==> src/rtl/irqc_pkg.sv <==
package irqc_pkg;

    localparam int NUM_LINES_DEF = 32;
    localparam int PRIO_W_DEF    = 3;
    localparam int VEC_W_DEF     = 16;
    localparam int EVAL_CYCLES   = 3;

    typedef enum logic [1:0] {
        ST_IDLE = 2'd0,
        ST_EVAL = 2'd1,
        ST_REQ  = 2'd2,
        ST_CLR  = 2'd3
    } ctl_state_e;

endpackage

==> src/rtl/irqc_capture.sv <==
module irqc_capture #(
    parameter int NUM = 32
) (
    input  logic           clk,
    input  logic           rst,
    input  logic [NUM-1:0] line_i,
    input  logic [NUM-1:0] en_i,
    input  logic [NUM-1:0] clr_i,
    output logic [NUM-1:0] pend_o,
    output logic [NUM-1:0] post_o
);

    logic [NUM-1:0] prev_q;
    logic [NUM-1:0] pend_q;
    logic [NUM-1:0] post_q;

    for (genvar g = 0; g < NUM; g++) begin : g_line
        always_ff @(posedge clk) begin
            if (rst) begin
                prev_q[g] <= 1'b0;
                pend_q[g] <= 1'b0;
                post_q[g] <= 1'b0;
            end else begin
                prev_q[g] <= line_i[g];
                // a fresh edge wins over a same-cycle clear
                pend_q[g] <= (pend_q[g] & ~clr_i[g]) | (line_i[g] & ~prev_q[g]);
                post_q[g] <= pend_q[g] & en_i[g];
            end
        end

        a_r1_pend_on_rise: assert property (@(posedge clk) disable iff (rst)
            (line_i[g] && !prev_q[g]) |=> pend_q[g]);
    end

    assign pend_o = pend_q;
    assign post_o = post_q;

endmodule

==> src/rtl/irqc_arbiter.sv <==
module irqc_arbiter #(
    parameter int NUM  = 32,
    parameter int PW   = 3,
    parameter int ID_W = $clog2(NUM)
) (
    input  logic [NUM-1:0]    elig_i,
    input  logic [NUM*PW-1:0] prio_i,
    output logic              win_v_o,
    output logic [ID_W-1:0]   win_id_o,
    output logic [PW-1:0]     win_prio_o
);

    always_comb begin
        win_v_o    = 1'b0;
        win_id_o   = '0;
        win_prio_o = '1;
        for (int i = 0; i < NUM; i++) begin
            // strict compare keeps the lower index on a tie
            if (elig_i[i] && (!win_v_o || prio_i[i*PW +: PW] < win_prio_o)) begin
                win_v_o    = 1'b1;
                win_id_o   = ID_W'(i);
                win_prio_o = prio_i[i*PW +: PW];
            end
        end
    end

endmodule

==> src/rtl/irqc_stack.sv <==
module irqc_stack #(
    parameter int DEPTH = 8,
    parameter int EW    = 9
) (
    input  logic          clk,
    input  logic          rst,
    input  logic          push_i,
    input  logic          pop_i,
    input  logic [EW-1:0] din_i,
    output logic [EW-1:0] top_o
);

    localparam int AW = $clog2(DEPTH);
    localparam int CW = $clog2(DEPTH + 1);

    logic [EW-1:0] mem_q [DEPTH];
    logic [CW-1:0] cnt_q;

    always_ff @(posedge clk) begin
        if (rst) begin
            cnt_q <= '0;
        end else if (push_i) begin
            cnt_q <= cnt_q + 1'b1;
        end else if (pop_i) begin
            cnt_q <= cnt_q - 1'b1;
        end
    end

    always_ff @(posedge clk) begin
        if (push_i) begin
            mem_q[AW'(cnt_q)] <= din_i;
        end
    end

    assign top_o = (cnt_q == '0) ? '0 : mem_q[AW'(cnt_q - 1'b1)];

    a_r7_stack_no_overflow: assert property (@(posedge clk) disable iff (rst)
        push_i |-> (cnt_q < CW'(DEPTH)));
    a_r8_stack_no_underflow: assert property (@(posedge clk) disable iff (rst)
        pop_i |-> (cnt_q != '0));

endmodule

==> src/rtl/prio_irq_ctrl.sv <==
module prio_irq_ctrl #(
    parameter int NUM_LINES  = irqc_pkg::NUM_LINES_DEF,
    parameter int PRIO_W     = irqc_pkg::PRIO_W_DEF,
    parameter int VEC_W      = irqc_pkg::VEC_W_DEF,
    localparam int ID_W      = $clog2(NUM_LINES)
) (
    input  logic                        clk,
    input  logic                        rst,
    input  logic [NUM_LINES-1:0]        irq_i,
    input  logic [NUM_LINES-1:0]        irq_en_i,
    input  logic [NUM_LINES*PRIO_W-1:0] prio_i,
    input  logic [NUM_LINES*VEC_W-1:0]  vec_i,
    input  logic                        ack_i,
    input  logic                        done_i,
    output logic                        req_o,
    output logic [ID_W-1:0]             act_num_o,
    output logic [VEC_W-1:0]            vec_o
);

    import irqc_pkg::*;

    localparam int STK_D = 1 << PRIO_W;
    localparam int ENT_W = 1 + ID_W + PRIO_W;
    localparam int CNT_W = 2;

    typedef struct packed {
        logic              valid;
        logic [ID_W-1:0]   id;
        logic [PRIO_W-1:0] prio;
    } act_t;

    ctl_state_e            st_q;
    logic [CNT_W-1:0]      cnt_q;
    act_t                  cand_q;
    act_t                  cur_q;
    act_t                  stk_top;
    logic [NUM_LINES-1:0]  pend;
    logic [NUM_LINES-1:0]  post;
    logic [NUM_LINES-1:0]  elig;
    logic [NUM_LINES-1:0]  clr_pend;
    logic                  win_v;
    logic [ID_W-1:0]       win_id;
    logic [PRIO_W-1:0]     win_prio;
    logic                  take;
    logic                  pop;
    logic                  show_v;
    logic [ID_W-1:0]       show_id;

    irqc_capture #(.NUM(NUM_LINES)) u_capture (
        .clk    (clk),
        .rst    (rst),
        .line_i (irq_i),
        .en_i   (irq_en_i),
        .clr_i  (clr_pend),
        .pend_o (pend),
        .post_o (post)
    );

    always_comb begin
        for (int i = 0; i < NUM_LINES; i++) begin
            elig[i] = post[i] & irq_en_i[i] &
                      (!cur_q.valid || (prio_i[i*PRIO_W +: PRIO_W] < cur_q.prio));
        end
    end

    irqc_arbiter #(.NUM(NUM_LINES), .PW(PRIO_W), .ID_W(ID_W)) u_arbiter (
        .elig_i     (elig),
        .prio_i     (prio_i),
        .win_v_o    (win_v),
        .win_id_o   (win_id),
        .win_prio_o (win_prio)
    );

    assign take = (st_q == ST_REQ) && ack_i;
    assign pop  = done_i && cur_q.valid && !take;

    always_comb begin
        clr_pend = '0;
        if (take) begin
            clr_pend[cand_q.id] = 1'b1;
        end
    end

    irqc_stack #(.DEPTH(STK_D), .EW(ENT_W)) u_stack (
        .clk    (clk),
        .rst    (rst),
        .push_i (take),
        .pop_i  (pop),
        .din_i  (cur_q),
        .top_o  (stk_top)
    );

    always_ff @(posedge clk) begin
        if (rst) begin
            st_q   <= ST_IDLE;
            cnt_q  <= '0;
            cand_q <= '0;
            cur_q  <= '0;
        end else begin
            unique case (st_q)
                ST_IDLE: if (win_v) begin
                    cand_q <= '{valid: 1'b1, id: win_id, prio: win_prio};
                    cnt_q  <= '0;
                    st_q   <= ST_EVAL;
                end
                ST_EVAL: if (cnt_q == CNT_W'(EVAL_CYCLES - 2)) begin
                    st_q <= ST_REQ;
                end else begin
                    cnt_q <= cnt_q + 1'b1;
                end
                ST_REQ:  if (ack_i) st_q <= ST_CLR;
                ST_CLR:  st_q <= ST_IDLE;
                default: st_q <= ST_IDLE;
            endcase
            if (take) begin
                cur_q <= cand_q;
            end else if (pop) begin
                cur_q <= stk_top;
            end
        end
    end

    assign req_o     = (st_q == ST_REQ);
    assign show_v    = req_o || cur_q.valid;
    assign show_id   = req_o ? cand_q.id : cur_q.id;
    assign act_num_o = show_v ? show_id : '0;
    assign vec_o     = show_v ? vec_i[show_id*VEC_W +: VEC_W] : '0;

    a_r3_req_held: assert property (@(posedge clk) disable iff (rst)
        (req_o && !ack_i) |=> req_o);
    a_r3_req_drop: assert property (@(posedge clk) disable iff (rst)
        (req_o && ack_i) |=> !req_o);
    a_r7_strict_preempt: assert property (@(posedge clk) disable iff (rst)
        ($rose(req_o) && cur_q.valid) |-> (cand_q.prio < cur_q.prio));
    a_r5_idle_zero: assert property (@(posedge clk) disable iff (rst)
        (!req_o && !cur_q.valid) |-> (act_num_o == '0 && vec_o == '0));

endmodule

==> config.mk <==
export PLATFORM = sky130hd
export DESIGN_NAME = prio_irq_ctrl
export DESIGN_NICKNAME = d
export VERILOG_FILES = /design/src/rtl/irqc_pkg.sv /design/src/rtl/irqc_capture.sv /design/src/rtl/irqc_arbiter.sv /design/src/rtl/irqc_stack.sv /design/src/rtl/prio_irq_ctrl.sv
export SDC_FILE = /design/constraint.sdc
export NUM_CORES = 1
export LEC_CHECK = 0
export BUFFER_PORTS_ARGS = -buffer_cell sky130_fd_sc_hd__buf_2
export CORE_AREA = 2 2 269 271
export CTS_BUF_LIST = sky130_fd_sc_hd__clkbuf_4
export DETAILED_ROUTE_END_ITERATION = 12
export DIE_AREA = 0 0 271 273
export GPL_ROUTABILITY_DRIVEN = 1
export GPL_TIMING_DRIVEN = 0
export PLACE_DENSITY_LB_ADDON = 0.1
export SLEW_MARGIN = 20
export SYNTH_ARGS = -nofsm -noshare
export SYNTH_HDL_FRONTEND = slang
export SYNTH_SLANG_ARGS = --single-unit
==> constraint.sdc <==
create_clock -name clk -period 52.1 [get_ports clk]
set_input_delay 7.815 -clock clk [delete_from_list [all_inputs] [get_ports clk]]
set_output_delay 7.815 -clock clk [all_outputs]
set_load 0.02 [all_outputs]
# Word-level counts from Yosys, hierarchy flattened

Memories as Yosys holds them, arrays and structs flattened.
Cells that the tools add are included.

ROM bits: 0
Output and inout port bits: 22
Logic and storage cells: 693
Memories: 1
Flip-flop bits (word level): 122
Latch bits: 0
RAM bits: 72
Input bits: 676

Reduce and logical (&&, ||, !) cells: 139
Muxes and demuxes: 115
Equal/unequal tests: 8
Order comparisons: 65
$add $sub $neg: 3
Multiply operators: 0
Bitwise gates (word level): 256
Shift-type cells: 1
Div/mod/pow operators: 0

Memories:

| name          | words | width | read ports | clocked after Yosys merged registers in | wr ports | RTL line         | text |
|---|---|---|---|---|---|---|---|
| u_stack.mem_q | 8     | 9     | 1          | 0                                       | 1        | irqc_stack.sv:16 | `logic [EW-1:0] mem_q [DEPTH];` |

Operators with widths:

| cell                  | number |
|---|---|
| $shiftx A512 B10 Y16  | 1 |
| $lt A3 B3 Y1          | 63 |
| $and A1 B1 Y1         | 160 |
| $mux W3               | 36 |
| $mux W5               | 18 |
| $logic_or A1 B1 Y1    | 64 |
| $not A1 Y1            | 64 |
| $mux W4               | 10 |
| $mux W1               | 36 |
| $logic_and A1 B1 Y1   | 35 |
| $logic_not A1 Y1      | 33 |
| $mux W32              | 1 |
| $or A1 B1 Y1          | 32 |
| $mux W9               | 3 |
| $mux W16              | 1 |
| $mux W2               | 7 |
| $pmux W2 S4           | 1 |
| $lt A5 B6 Y1 const B  | 1 |
| $ne A2 B2 Y1 const B  | 3 |
| $reduce_and A3 Y1     | 2 |
| $demux W1 S5          | 1 |
| $ge A5 B1 Y1 const B  | 1 |
| $add A4 B1 Y4 const B | 1 |
| $eq A2 B1 Y1 const B  | 2 |
| other kinds (9)       | 11 |

# Logic depth before layout (Yosys ltp)

Word-level depth: 130
Depth in mapped cells: 238
Mapped depth without buffers: 232

# Hierarchy

Synthesis repeated with hierarchy kept, for this count alone.

Cell total of the unflattened synthesis: 2721
Area total of the unflattened synthesis: 20071.8 um^2

Modules (own cells, without submodules):

| module        | area each (um^2) | cells each | seq. area each (um^2) | times used |
|---|---|---|---|---|
| prio_irq_ctrl | 8568.2           | 1437       | 440.4                 | 1 |
| irqc_arbiter  | 5420.2           | 819        | 0.0                   | 1 |
| irqc_capture  | 3049.2           | 299        | 1921.8                | 1 |
| irqc_stack    | 3034.2           | 166        | 2242.2                | 1 |

# Worst setup path after synthesis

Ideal clock, no wire load.

Kind: input to register
Start: in prio_i[1]
End: reg cand_q[6] (netlist bit)
Path buffers: 6
Data required time: 51.980 ns
Library setup time: 0.120 ns
Setup slack: 6.232 ns
Arrival: 45.748 ns
Stages on the path: 220
Cells stage by stage: ha_1 -> a211oi_2 -> o31ai_2 -> nor2_1 -> ha_1 -> o221a_4 -> a311oi_4 -> o21ai_2 -> a21oi_1 -> inv_1 -> ha_1 -> inv_1 -> a2111o_1 -> o21a_2 -> o21ai_4 -> mux2i_1 -> ha_1 -> nand2_1 -> [184 not listed] -> o211ai_1 -> and3_1 -> buf_6 -> mux2i_1 -> inv_1 -> ha_1 -> nor2_1 -> nand2_1 -> or2_2 -> o21ai_4 -> a22oi_1 -> ha_1 -> o21a_1 -> a21oi_1 -> a31oi_1 -> o21a_4 -> nand4b_4 -> o31a_1

Cells in the longest elaborated chain, start to end: 129
Elaborated cells between the ends (all ways): 215
Classes of those cells: order compare: 32; mux: 87; bitwise: 1; reduce/logical: 95

RTL lines:

| element                                                 | RTL line             | text |
|---|---|---|
| start, declared                                         | prio_irq_ctrl.sv:11  | `input logic [NUM_LINES*PRIO_W-1:0] prio_i,` |
| $lt A3 B3 Y1                                            | prio_irq_ctrl.sv:62  | `(!cur_q.valid \|\| (prio_i[i*PRIO_W +: PRIO_W] < cur_q.prio));` |
| $logic_or A1 B1 Y1                                      | prio_irq_ctrl.sv:62  |  |
| $and A1 B1 Y1                                           | prio_irq_ctrl.sv:61  | `elig[i] = post[i] & irq_en_i[i] &` |
| $mux W3 / $mux W1 (equally long branches)               | irqc_arbiter.sv:19   | `if (elig_i[i] && (!win_v_o \|\| prio_i[i*PW +: PW] < win_prio_o)) begin` |
| $lt A3 B3 Y1 / $logic_not A1 Y1 (equally long branches) | irqc_arbiter.sv:19   |  |
| $logic_or A1 B1 Y1                                      | irqc_arbiter.sv:19   |  |
| $logic_and A1 B1 Y1                                     | irqc_arbiter.sv:19   |  |
| $mux W3 / $mux W1 (equally long branches)               | irqc_arbiter.sv:19   |  |
| [113 not listed]                                        | n/a                  |  |
| $logic_or A1 B1 Y1                                      | irqc_arbiter.sv:19   |  |
| $logic_and A1 B1 Y1                                     | irqc_arbiter.sv:19   |  |
| $mux W3 / $mux W1 (equally long branches)               | irqc_arbiter.sv:19   |  |
| $lt A3 B3 Y1 / $logic_not A1 Y1 (equally long branches) | irqc_arbiter.sv:19   |  |
| $logic_or A1 B1 Y1                                      | irqc_arbiter.sv:19   |  |
| $logic_and A1 B1 Y1                                     | irqc_arbiter.sv:19   |  |
| $mux W1                                                 | irqc_arbiter.sv:19   |  |
| $reduce_and A2 Y1 (no line)                             | n/a                  |  |
| end signal, assigned                                    | prio_irq_ctrl.sv:102 | `cand_q <= '{valid: 1'b1, id: win_id, prio: win_prio};` |
| end, declared                                           | prio_irq_ctrl.sv:34  | `act_t cand_q;` |

Several ways; a longest one is shown, not always the timed one.
A chain may end at the register's enable or synchronous reset.

# Worst setup path after layout

Start: in prio_i[1]
End: reg cand_q[2] (netlist bit)

The elaborated chain is that of the path after synthesis.

==> results_tabular.tex <==
\begin{tabular}{lr}
\hline
Metric & Value \\
\hline
\multicolumn{2}{l}{\textbf{Worst setup path}} \\
R2R Path Start & cur\_q[2]\$\_SDFFE\_PP0P\_ \\
Slowest cell on crit path & or3\_2 \\
Nature of the critical path endpoint & register \\
R2R Setup Slk & 9.34 ns \\
Kind of critical path & input port to register \\
Required time reported for the critical path endpoint & 52.59 ns \\
Largest delay share family, worst path & compound AO/OA/AOI/OAI gates \\
Worst path buffer plus inverter count & 29 \\
Sort of element at the start of the critical path & input port \\
Critical path depth & 222 \\
Worst R2R Path Depth & 223 \\
Arrival time reported for the critical path endpoint & 49.59 ns \\
Slowest cell delay on critical path & 0.55 ns \\
Endpoint of the worst-slack reg-to-reg timing path & cand\_q[2]\$\_SDFFE\_PP0P\_ \\
Maximum net fanout on the critical path & 10 \\
\multicolumn{2}{l}{\textbf{Pwr}} \\
Power density relative to cell area & 26.1 nW/µm² \\
Power dissipated by switching net loads & 0.274 mW \\
Leakage Power & 10.6 nW \\
Part of the total power dissipated in combinational logic & 0.561 \\
Cell-internal power & 0.357 mW \\
Max rail drop VDD & 0.0000170 V \\
Switching Share & 0.434 \\
Sequential power share & 0.278 \\
Proportion of power drawn by the clock network & 0.161 \\
\multicolumn{2}{l}{\textbf{Route}} \\
Number of DRC markers after the initial detailed-route iteration & 1630 \\
Vias per std cell & 5.36 \\
Detailed-router iteration count before antenna repair & 5 \\
Post-Route WL & 109000 µm \\
Number of vias after detailed routing & 20.2k \\
Wire length per cell after detailed routing & 28.9 µm \\
Number of nets with antenna violations after detailed routing & 0 \\
DRC Markers & 0 \\
\multicolumn{2}{l}{\textbf{Clocking}} \\
Insertion delay to the later sink of the worst-skew pair & 0.59 ns \\
Library cell used as clock root buffer & clkbuf\_4 \\
Depth of the CTS H-tree & 4 \\
Clock input transition at the sequential cells of the worst setup and hold paths & 0.16 ns \\
Max Root-Sink Buffers & 2 \\
Clock tree from TritonCTS & done \\
Number of buffers created by CTS & 17 \\
Number of clock sinks & 194 \\
\multicolumn{2}{l}{\textbf{Outcome}} \\
Outcome & complete, no violations \\
\multicolumn{2}{l}{\textbf{Synthesis}} \\
Syn Nets & 2808 \\
Post-synth EDFFs & 72 \\
Sequential fraction of the synthesis area & 0.247 \\
Avg Synthesized Cell Area & 9.18 µm² \\
Async SR Flop Fraction & 0 \\
Commonest register cell after synthesis & dfxtp\_1 \\
Synthesis-stage register bit count & 194 \\
Cell area after synthesis & 18600 µm² \\
Warnings, synthesis & 0 \\
Netlist cell types & 137 \\
Gate count of the mapped netlist & 2027 \\
\multicolumn{2}{l}{\textbf{Global route}} \\
Total track usage & 0.283 \\
Remaining Overflow, GRT & 0 \\
Initial antenna violation count & 57 \\
Maximum number of pins on one net before global-route repair & 22 \\
Via count of the first global-routing pass & 19.9k \\
Wire length of the first global-routing pass & 149000 µm \\
\multicolumn{2}{l}{\textbf{Timing}} \\
Final period util & 0.942 \\
Worst hold margin & 0.442 ns \\
Final setup viols & 0 \\
Final-report hold violation count & 0 \\
Time the final worst path needs with I/O delays and setup & 49.10 ns \\
Final setup TNS & 0 ns \\
Final setup skew & 0.0329 ns \\
Max Transition Viols Final & 0 \\
Slew at the pin closest to its max-slew limit & 1.08 ns \\
Maximum operating frequency & 0.0204 GHz \\
Worst relative slew slack & 0.279 \\
\multicolumn{2}{l}{\textbf{Die}} \\
Floorplan die area & 74000 µm² \\
Y dimension of the die & 273 µm \\
Standard cell core area & 71000 µm² \\
Effective utilization at floorplan & 0.262 \\
Die outline width & 271 µm \\
Num rows & 98 \\
Top Ports & 698 \\
\multicolumn{2}{l}{\textbf{Placed design}} \\
PortBufs & 697 \\
Placed cell count & 3682 \\
Post-DP HPWL & 94700 µm \\
Dpl cell area & 23400 µm² \\
Routability-driven placement congestion ratio & 0.975 \\
\multicolumn{2}{l}{\textbf{Finish}} \\
Layout cells sized above 1 & 0.393 \\
Final Net Count & 3547 \\
Fin area & 24200 µm² \\
Final cell count without fillers & 3759 \\
Number of filler instances in the final layout & 7587 \\
Final core utilization & 0.341 \\
Multi-input logic area & 13600 µm² \\
Area taken by flip-flops and latches & 4600 µm² \\
Synthesis-to-layout area growth & 30.2\% \\
\multicolumn{2}{l}{\textbf{Job}} \\
Max-capacitance violation count & 0 \\
\multicolumn{2}{l}{\textbf{Worst hold path}} \\
Type of the tightest min-delay check & register to register \\
Hold Crit Start & u\_capture.pend\_o[11]\$\_SDFF\_PP0\_ \\
Worst Hold Depth & 2 \\
Worst Hold Path EP & u\_capture.post\_o[11]\$\_SDFF\_PP0\_ \\
\hline
\end{tabular}
[tightest hold or removal path, delay by kind of cell, from the launching register on]
| kind | cells | cell delay [ns] |
|---|---|---|
| simple gates | 2 | 0.09 |
| flops | 1 | 0.34 |
[metal layers]
| layer | wire [µm] | GRT usage |
|---|---|---|
| met4 | 3950 | 0.112 |
| met1 | 46400 | 0.381 |
| met5 | 43 | 0 |
| met2 | 49400 | 0.447 |
| met3 | 8860 | 0.0547 |
[flip-flops by register name (all words and copies together), names as in the netlist]
| name | cells |
|---|---|
| cur_q | 9 |
| st_q | 2 |
| u_capture.prev_q | 32 |
| u_stack.mem_q | 72 |
| u_capture.pend_o | 32 |
| u_capture.post_o | 32 |
| cand_q | 9 |
| u_stack.cnt_q | 4 |
| cnt_q | 2 |
[cell type report]
class                      count  area share
antenna                       30     0.00310
buffer                        92      0.0166
clock buffer                  19     0.00589
clock inverter                13     0.00945
inverter                      79      0.0122
multi-input combinational   1662       0.561
sequential                   194       0.190
tap                          950      0.0491
timing repair buffer         720       0.153
[stage by stage]
stage / setup WS, ns / power, mW
after floorplan: 6.23 / 0.387
after global placement: -0.656 / 0.521
after detailed placement: -0.916 / 0.525
after CTS: 0.00975 / 0.629
after global routing: -0.0978 / 0.669
final: 3.00 / 0.632
[power by group through the flow]
stage | logic (mW) | clock network (mW) | registers [mW]
final | 0.354 | 0.102 | 0.175
after global routing | 0.382 | 0.110 | 0.177
after CTS | 0.348 | 0.105 | 0.176
after detailed placement | 0.346 | 0 | 0.179
after global placement | 0.342 | 0 | 0.179
after floorplan | 0.212 | 0 | 0.174
[cells in the mapped netlist, types with 23 or more instances]
master    number  area (µm²)
mux2i_1       25         250
a21oi_1      116         581
o21a_1        26         195
nand2_1      294        1100
clkbuf_1      64         240
a211oi_1      23         173
nor2_1       154         578
nand3_1       45         225
a21o_1        29         218
nor2b_1       42         263
mux4_2       146        3290
inv_1         78         293
o21ai_0      115         576
and2_1        28         175
dfxtp_1      122        2440
edfxtp_1      72        2160
ha_1         105        1310
nand2b_1      67         419
[cell usage in the layout (no fill, tap or decap), types with 18 or more instances in the layout]
master / instances
o21ai_0: 112
a211oi_1: 23
nand2_1: 293
clkbuf_4: 19
nor2b_1: 40
o211a_1: 18
o21a_1: 26
mux2i_1: 20
clkbuf_1: 63
nand3_1: 45
diode_2: 30
or2_2: 18
buf_4: 23
mux2_2: 21
a21oi_1: 110
buf_2: 701
ha_1: 105
mux4_2: 146
dfxtp_1: 122
a21o_1: 29
nand2b_1: 67
and2_1: 28
edfxtp_1: 72
o22ai_1: 18
nor2_1: 148
a21boi_0: 18
a31oi_1: 21
inv_1: 76
[cell families (layout without fill, tap and decap cells)]
logic type	after synthesis	in the layout	synth area share
and+or+nand+nor	762	762	0.199
xor gates and xnor gates	3	3	0.00141
DFF	194	194	0.247
AOI/OAI and AO/OA	591	591	0.235
buffers and inverters	171	923	0.0374
adders and majority gates	108	108	0.0722
muxes	198	198	0.208
other	0	30	0
[worst max path at each step]
stage                         start                endpoint  slack [ns]
final                     prio_i[1]  cand_q[2]$_SDFFE_PP0P_        3.00
after detailed placement  prio_i[1]  cand_q[6]$_SDFFE_PP0P_       -0.92
after global routing      prio_i[1]  cand_q[2]$_SDFFE_PP0P_        -0.1
after floorplan           prio_i[1]  cand_q[6]$_SDFFE_PP0P_        6.23
after CTS                 prio_i[1]  cand_q[6]$_SDFFE_PP0P_        0.01
after global placement    prio_i[1]  cand_q[6]$_SDFFE_PP0P_       -0.66
[timing repair]
item	in CTS	in global routing
gates cloned	0	0
pin swaps	0	7
hold buffers	0	0
setup endpoints to repair	8	8
buffers inserted	0	15
resized for setup	2	51
Power figures use the tool's default switching activity.
